### config.mk
export PLATFORM = sky130hd
export DESIGN_NAME = irq_status_agg
export DESIGN_NICKNAME = d
export VERILOG_FILES = /design/src/rtl/irq_agg_pkg.sv /design/src/rtl/irq_src_summary.sv /design/src/rtl/irq_change_detect.sv /design/src/rtl/irq_notify.sv /design/src/rtl/irq_status_agg.sv
export SDC_FILE = /design/constraint.sdc
export NUM_CORES = 1
export LEC_CHECK = 0
export BUFFER_PORTS_ARGS = -buffer_cell sky130_fd_sc_hd__buf_2
export CORE_MARGIN = 2
export CORE_UTILIZATION = 40
export CTS_BUF_LIST = sky130_fd_sc_hd__clkbuf_8
export CTS_CLUSTER_DIAMETER = 60
export CTS_CLUSTER_SIZE = 10
export DETAILED_ROUTE_END_ITERATION = 10
export PLACE_DENSITY = 0.68
export SYNTH_ARGS = -nofsm -noshare
export SYNTH_HDL_FRONTEND = slang
export SYNTH_SLANG_ARGS = --single-unit
### constraint.sdc
create_clock -name clk -period 1.72 [get_ports clk]
set_input_delay 0.43 -clock clk [delete_from_list [all_inputs] [get_ports clk]]
set_output_delay 0.43 -clock clk [all_outputs]
set_load 0.02 [all_outputs]
### src/rtl/irq_agg_pkg.sv
package irq_agg_pkg;

    // Bit positions of the two summary bits in the status word
    localparam int CTRL_SUM_BIT = 30;
    localparam int GLOBAL_BIT   = 31;

    // Write port targets
    typedef enum logic [1:0] {
        SEL_CTRL   = 2'd0,
        SEL_WAKE   = 2'd1,
        SEL_STATUS = 2'd2,
        SEL_CODEC  = 2'd3
    } wr_target_e;

    // Writable / clearable mask of control and status: summary bits plus stream bits
    function automatic logic [31:0] summary_mask(input int n_streams);
        logic [31:0] m;
        m = '0;
        for (int i = 0; i < n_streams; i++) m[i] = 1'b1;
        m[CTRL_SUM_BIT] = 1'b1;
        m[GLOBAL_BIT]   = 1'b1;
        return m;
    endfunction

endpackage

### src/rtl/irq_src_summary.sv
module irq_src_summary
    import irq_agg_pkg::*;
#(
    parameter int N_STREAMS = 8,
    parameter int N_CODECS  = 15
) (
    input  logic [N_STREAMS-1:0] stream_done_i,
    input  logic                 resp_irq_i,
    input  logic                 resp_ovr_i,
    input  logic [N_CODECS-1:0]  codec_state_i,
    input  logic [N_CODECS-1:0]  wake_en_i,
    input  logic [31:0]          ctrl_i,
    output logic [31:0]          raw_status_o
);
    logic [31:0] lower_d;
    logic        ctrl_sum_d;

    // Per-stream completion bits
    for (genvar s = 0; s < 32; s++) begin : g_bit
        if (s < N_STREAMS) begin : g_stream
            assign lower_d[s] = stream_done_i[s];
        end else if (s == CTRL_SUM_BIT) begin : g_ctrl
            assign lower_d[s] = ctrl_sum_d;
        end else begin : g_zero
            assign lower_d[s] = 1'b0;
        end
    end

    always_comb begin
        ctrl_sum_d = resp_irq_i | resp_ovr_i | (|(codec_state_i & wake_en_i));
    end

    always_comb begin
        raw_status_o             = lower_d;
        raw_status_o[GLOBAL_BIT] = |(lower_d[30:0] & ctrl_i[30:0]);
    end

endmodule

### src/rtl/irq_change_detect.sv
module irq_change_detect #(
    parameter int SRC_W = 72
) (
    input  logic             clk,
    input  logic             rst_n,
    input  logic             clear_i,
    input  logic [SRC_W-1:0] src_i,
    output logic             changed_o
);
    logic [SRC_W-1:0] snap_d, snap_q;

    always_comb begin
        snap_d    = clear_i ? '0 : src_i;
        changed_o = (src_i != snap_q);
    end

    always_ff @(posedge clk or negedge rst_n) begin
        if (!rst_n) snap_q <= '0;
        else        snap_q <= snap_d;
    end

endmodule

### src/rtl/irq_notify.sv
module irq_notify (
    input  logic clk,
    input  logic rst_n,
    input  logic msg_en_i,
    input  logic level_d_i,
    output logic irq_line_o,
    output logic irq_msg_o
);
    typedef struct packed {
        logic level;
        logic pulse;
    } notify_t;

    notify_t n_d, n_q;

    always_comb begin
        n_d.level = level_d_i;
        n_d.pulse = msg_en_i & level_d_i & ~n_q.level;
    end

    always_ff @(posedge clk or negedge rst_n) begin
        if (!rst_n) n_q <= '0;
        else        n_q <= n_d;
    end

    assign irq_line_o = n_q.level & ~msg_en_i;
    assign irq_msg_o  = n_q.pulse;

endmodule

### src/rtl/irq_status_agg.sv
module irq_status_agg
    import irq_agg_pkg::*;
#(
    parameter int N_STREAMS = 8,
    parameter int N_CODECS  = 15
) (
    input  logic                 clk,
    input  logic                 rst_n,
    input  logic                 ctrl_rst_i,
    input  logic [N_CODECS-1:0]  codec_present_i,
    input  logic [N_CODECS-1:0]  codec_wake_i,
    input  logic                 resp_irq_i,
    input  logic                 resp_ovr_i,
    input  logic [N_STREAMS-1:0] stream_done_i,
    input  logic                 msg_en_i,
    input  logic                 wr_en_i,
    input  logic [1:0]           wr_sel_i,
    input  logic [31:0]          wr_data_i,
    output logic [31:0]          int_ctrl_o,
    output logic [31:0]          int_status_o,
    output logic [N_CODECS-1:0]  codec_state_o,
    output logic                 irq_line_o,
    output logic                 irq_msg_o
);
    localparam logic [31:0] SUM_MASK = summary_mask(N_STREAMS);
    localparam int          SRC_W    = 2 + N_STREAMS + 2 * N_CODECS + 32;

    typedef struct packed {
        logic [31:0]         ctrl;
        logic [N_CODECS-1:0] wake;
        logic [N_CODECS-1:0] codec;
        logic [31:0]         status;
    } agg_state_t;

    agg_state_t  st_d, st_q;
    wr_target_e  target;
    logic [31:0] raw_status;
    logic [SRC_W-1:0] src_vec;
    logic        src_changed;
    logic        level_d;

    assign target  = wr_target_e'(wr_sel_i);
    assign src_vec = {resp_irq_i, resp_ovr_i, stream_done_i, st_q.codec, st_q.wake, st_q.ctrl};

    irq_src_summary #(
        .N_STREAMS (N_STREAMS),
        .N_CODECS  (N_CODECS)
    ) u_summary (
        .stream_done_i (stream_done_i),
        .resp_irq_i    (resp_irq_i),
        .resp_ovr_i    (resp_ovr_i),
        .codec_state_i (st_q.codec),
        .wake_en_i     (st_q.wake),
        .ctrl_i        (st_q.ctrl),
        .raw_status_o  (raw_status)
    );

    irq_change_detect #(
        .SRC_W (SRC_W)
    ) u_change (
        .clk       (clk),
        .rst_n     (rst_n),
        .clear_i   (ctrl_rst_i),
        .src_i     (src_vec),
        .changed_o (src_changed)
    );

    always_comb begin
        logic [31:0]         base;
        logic [31:0]         stat_clr;
        logic [N_CODECS-1:0] codec_clr;

        st_d      = st_q;
        stat_clr  = (wr_en_i && target == SEL_STATUS) ? (wr_data_i & SUM_MASK) : '0;
        codec_clr = (wr_en_i && target == SEL_CODEC) ? wr_data_i[N_CODECS-1:0] : '0;
        base      = src_changed ? raw_status : st_q.status;

        if (ctrl_rst_i) begin
            st_d.ctrl   = '0;
            st_d.wake   = '0;
            st_d.codec  = codec_present_i;
            st_d.status = '0;
        end else begin
            st_d.status = base & ~stat_clr;
            if (wr_en_i && target == SEL_CTRL) st_d.ctrl = wr_data_i & SUM_MASK;
            if (wr_en_i && target == SEL_WAKE) st_d.wake = wr_data_i[N_CODECS-1:0];
            st_d.codec = (st_q.codec & ~codec_clr) | codec_wake_i;
        end

        level_d = st_d.status[GLOBAL_BIT] & st_q.ctrl[GLOBAL_BIT] & ~ctrl_rst_i;
    end

    always_ff @(posedge clk or negedge rst_n) begin
        if (!rst_n) st_q <= '0;
        else        st_q <= st_d;
    end

    irq_notify u_notify (
        .clk        (clk),
        .rst_n      (rst_n),
        .msg_en_i   (msg_en_i),
        .level_d_i  (level_d),
        .irq_line_o (irq_line_o),
        .irq_msg_o  (irq_msg_o)
    );

    assign int_ctrl_o    = st_q.ctrl;
    assign int_status_o  = st_q.status;
    assign codec_state_o = st_q.codec;

endmodule

### Word-level counts from Yosys, hierarchy flattened

Index checks and enable logic that the tools add are counted.
W data, S select, Z words.

| cells by class | value |
|---|---|
| equality and inequality tests | 4 |
| mux-type cells | 7 |
| bitwise logic cells | 17 |
| reduce and logical (&&, ||, !) cells | 9 |

Operators by type and width:

| operator | number |
|---|---|
| $mux W32 | 3 |
| $mux W94 | 1 |
| $mux W72 | 1 |
| $ne A72 B72 Y1 | 1 |
| $and A32 B32 Y32 | 1 |
| $not A32 Y32 | 1 |
| $and A31 B31 Y31 | 1 |
| $reduce_or A31 Y1 | 1 |
| $and A15 B15 Y15 | 2 |
| $mux W15 | 2 |
| $not A15 Y15 | 1 |
| $or A15 B15 Y15 | 1 |
| $reduce_or A15 Y1 | 1 |
| $and A1 B1 Y1 | 5 |
| $eq A2 B2 Y1 const B | 2 |
| $logic_and A1 B1 Y1 | 4 |
| $reduce_bool A2 Y1 | 2 |
| $not A1 Y1 | 3 |
| $eq A2 B1 Y1 const B | 1 |
| $logic_not A2 Y1 | 1 |
| $or A1 B1 Y1 | 2 |

| word-level totals | value |
|---|---|
| word-level logic and storage cells | 44 |
| register bits after elaboration | 168 |
| input port bits | 79 |

### Longest topological paths before layout

| logic depth | value |
|---|---|
| word-level depth | 12 |
| mapped depth | 6 |
| depth with buffers taken out | 5 |

### Cells and area by module

A second synthesis with hierarchy kept.

| unflattened totals | value |
|---|---|
| cell total of the unflattened synthesis | 614 |
| area, all modules | 6,882.9 um2 |

By module, submodules not included:

| module | sequential area each (um2) | area each (um2) | times used | cells an instance |
|---|---|---|---|---|
| irq_status_agg | 1,801.7 | 3,380.7 | 1 | 315 |
| irq_change_detect | 1,801.7 | 3,074.2 | 1 | 248 |
| irq_src_summary | 0.0 | 362.8 | 1 | 47 |
| irq_notify | 50.0 | 65.1 | 1 | 4 |

### Least setup slack after synthesis

OpenSTA, ideal clock, no wires.

| timing path | value |
|---|---|
| path type | flip-flop to flip-flop |
| start | reg st_q (netlist bit codec_state_o[4]) |
| end | reg st_q (netlist bit int_status_o[31]) |
| clock period less this slack | 1.797 ns |
| required time | 1.641 ns |
| path buffers | 1 |
| stages on the path, launching flop included | 7 |
| path slack | -0.077 ns |
| arrival | 1.717 ns |
| cells stage by stage | dfrtp_1 > xor2_1 > nor4_1 > nand4_1 > nor4_4 > buf_6 > mux2i_1 |

RTL lines:

| item | RTL line | source |
|---|---|---|
| start, declared | irq_status_agg.sv:35 | `agg_state_t st_d, st_q;` |
| start signal, assigned | irq_status_agg.sv:95 | `else st_q <= st_d;` |

==> results.py <==
metrics = {
    "layout": {
        "final_layout_size_suffix_gt1_share_pct": 29.9,
        "mostFrequentLayoutCell": "dfrtp_1",
        "area_delta_synth_final_pct": 21.4,
        "fill_cells": 1211,
        "diodes": 0,
        "layout.nets": 722,
        "layout_common_cells": "dfrtp_1 (102), buf_2 (98), nand2_1 (82)",
        "stdcell_count": 820,
    },
    "floorplan": {
        "io_pins": 160,
        "dieHeight_um": 117,
        "num_rows": 41,
        "dieArea_um2": 13600,
        "core_um2": 12500,
        "start_util_pct": 40.7,
        "die_width_um": 117,
    },
    "drt": {
        "via_count": 3810,
        "drt_iter0_markers": 272,
        "antenna_left": 0,
        "routed_wl_mm": 12.2,
        "remaining_drc_errors": 0,
        "wl_per_cell_um": 14.9,
        "drt_pre_antenna_iters": 4,
        "post_drt_via_cell_ratio": 4.65,
    },
    "worst_setup_path": {
        "path_class": "reg -> reg",
        "cp_top_family": "simple AND/OR/NAND/NOR gates",
        "cp-start-kind": "flip-flop",
        "worstPathCellList": "xor2_1 -> nor4_2 -> buf_4 -> nand4_1 -> nor4_4 -> buf_12 -> mux2i_1",
        "end_kind": "flip-flop",
        "cp_max_fo": 12,
        "slowest_delay_ps": 390,
        "cp_data_arrival_time_ps": 2280,
        "worst-path-buf-inv": 2,
        "crit_slowest_cell": "dfrtp_1",
        "required_ps": 2010,
    },
    "clock_tree": {
        "ctsLongestPathBuffers": 2,
        "cts_tree": "yes",
        "numClockSinks": 102,
        "cts_buffers": 9,
        "insertion_delay_ps": 370,
        "clk_pin_slew_ps": 100,
        "cts-root-buf": "clkbuf_8",
        "htree_levels": 3,
    },
    "timing": {
        "setup_viol": 12,
        "fin_skew_ps": 15.0,
        "period_share_pct": 116,
        "grt_setup_unrepaired": "true",
        "min_period_ps": 2000,
        "fin_ws_ps": -278,
        "drv_slew": 0,
        "whs_ps": 273,
        "finalSetupTns_ps": -2860,
        "fmax_mhz": 501,
        "hold_viol_final": 0,
    },
    "placed_design": {
        "place_ws_ps": -478,
        "place_congestion": 0.830,
        "dpl.hpwl_mm": 9.28,
        "placed_cells": 803,
        "numPortBuffers": 100,
    },
    "synthesis": {
        "yosysTopAreaCellShare_pct": 50.2,
        "synthTopCellsByArea": "dfrtp_1 (50%), buf_4 (10%), xor2_1 (8.1%)",
        "synth_area_per_cell_um2": 10.0,
        "yosys_register_bits": 102,
        "seq_area_frac_synth_pct": 50.2,
        "synthArstFlopShare_pct": 100,
        "synth_top_cell_by_area": "dfrtp_1",
        "synthFlopType": "dfrtp_1",
        "synth-edff-count": 0,
        "syn_area_um2": 5090,
        "ys_warn_count": 0,
        "syn_inst": 508,
        "synthDistinctLibCells": 31,
    },
    "global_route": {
        "grt_max_degree": 38,
        "grt_pass1_wl_mm": 19.5,
        "overflow": 0,
        "antenna_found_initial": 0,
        "track_usage_pct": 18.8,
        "grt_pass1_vias": 3742,
    },
    "pwr": {
        "powerDensity_nw_per_um2": 815,
        "p_leak_nw": 3.17,
        "power_mw": 5.03,
        "ir_drop_mv": 0.375,
    },
    "status": {
        "outcome": "finished, violations left",
        "violations": "negative setup slack",
    },
    "worst_hold_path": {
        "holdCritPathClass": "in -> reg",
    },
    "run": {
        "cap_violations": 0,
    },
}
## tightest hold or removal path, stage by stage
cell,delay [ps]
buf_2,70
nand2_1,40
o21ai_1,60
## synth_stat cells, drive strengths merged (2+ instances only)
cell type / count
xor2: 48
mux2i: 22
buf: 72
nor4: 13
nor2: 12
nand4: 5
o21ai: 16
nor2b: 52
xnor2: 2
nand2: 82
nand3: 3
a21oi: 40
a22oi: 11
clkbuf: 18
dfrtp: 102
## report_power, final
| group | internal (mW) | switching, mW |
|---|---|---|
| Clock | 0.711 | 0.816 |
| Sequential | 2.51 | 0.0690 |
| Combinational | 0.367 | 0.561 |
| Total | 3.59 | 1.45 |
## sequential cells by signal, summed over array words and instances, names as in the netlist
| register | cells |
|---|---|
| u_change.snap_q | 50 |
| int_status_o | 10 |
| src_vec | 15 |
| int_ctrl_o | 10 |
| u_notify.irq_msg_o | 1 |
| codec_state_o | 15 |
| u_notify.n_q | 1 |
## kinds of logic after synthesis
| group | count (synthesis) | synth area share [%] |
|---|---|---|
| AOI/OAI and AO/OA | 72 | 7.92 |
| xor gates and xnor gates | 50 | 8.75 |
| buffers and inverters | 90 | 12.0 |
| DFF | 102 | 50.2 |
| muxes | 22 | 4.33 |
| other | 1 | 0.0737 |
| and+or+nand+nor | 171 | 16.8 |
## cell type report
class                      count  area, um^2  share of cell area [%]
multi-input combinational    359        2120                    34.3
tap                          172         215                    3.48
clock buffer                  10         138                    2.23
sequential                   102        2550                    41.3
timing repair buffer         171        1090                    17.7
clock inverter                 6        61.3                   0.993
## final timing paths
path,from,to,slack (ps),depth (start not counted)
worst min-delay path,codec_present_i[4],codec_state_o[4],270,3
worst min register to register,int_status_o[1],int_status_o[1],530,2
worst max register to register,u_change.snap_q[62],int_status_o[2],-280,7
worst max-delay path,u_change.snap_q[62],int_status_o[2],-280,7
min in group asynchronous,rst_n,u_notify.n_q[1],530,2
max in group asynchronous,rst_n,u_change.snap_q[32],640,3
## what timing repair did
action | CTS | global route
hold buffers | 1 | 0
endpoints found under the hold margin | 10 | 0
pin swaps | 0 | 0
endpoints found under the setup margin | 12 | 12
cloned | 0 | 0
gates resized for setup | 1 | 3
setup buffers | 0 | 0
## per-layer routing
metal / GRT usage (%) / wire (um) / share of wire (%)
met1: 27.3 / 5780 / 47
met2: 29.4 / 5460 / 45
met3: 3.30 / 726 / 6.0
met4: 4.86 / 223 / 1.8
met5: 0 / 0 / 0
## through the flow
stage / cell area [um^2] / util, %
after floorplan: 5250 / -
after global placement: 5940 / 47.5
after detailed placement: 5940 / 47.5
after CTS: 6160 / 49.2
after global routing: 6180 / 49.3
final: 6180 / 49.3
Note: power is estimated with default switching activity, not from simulation.
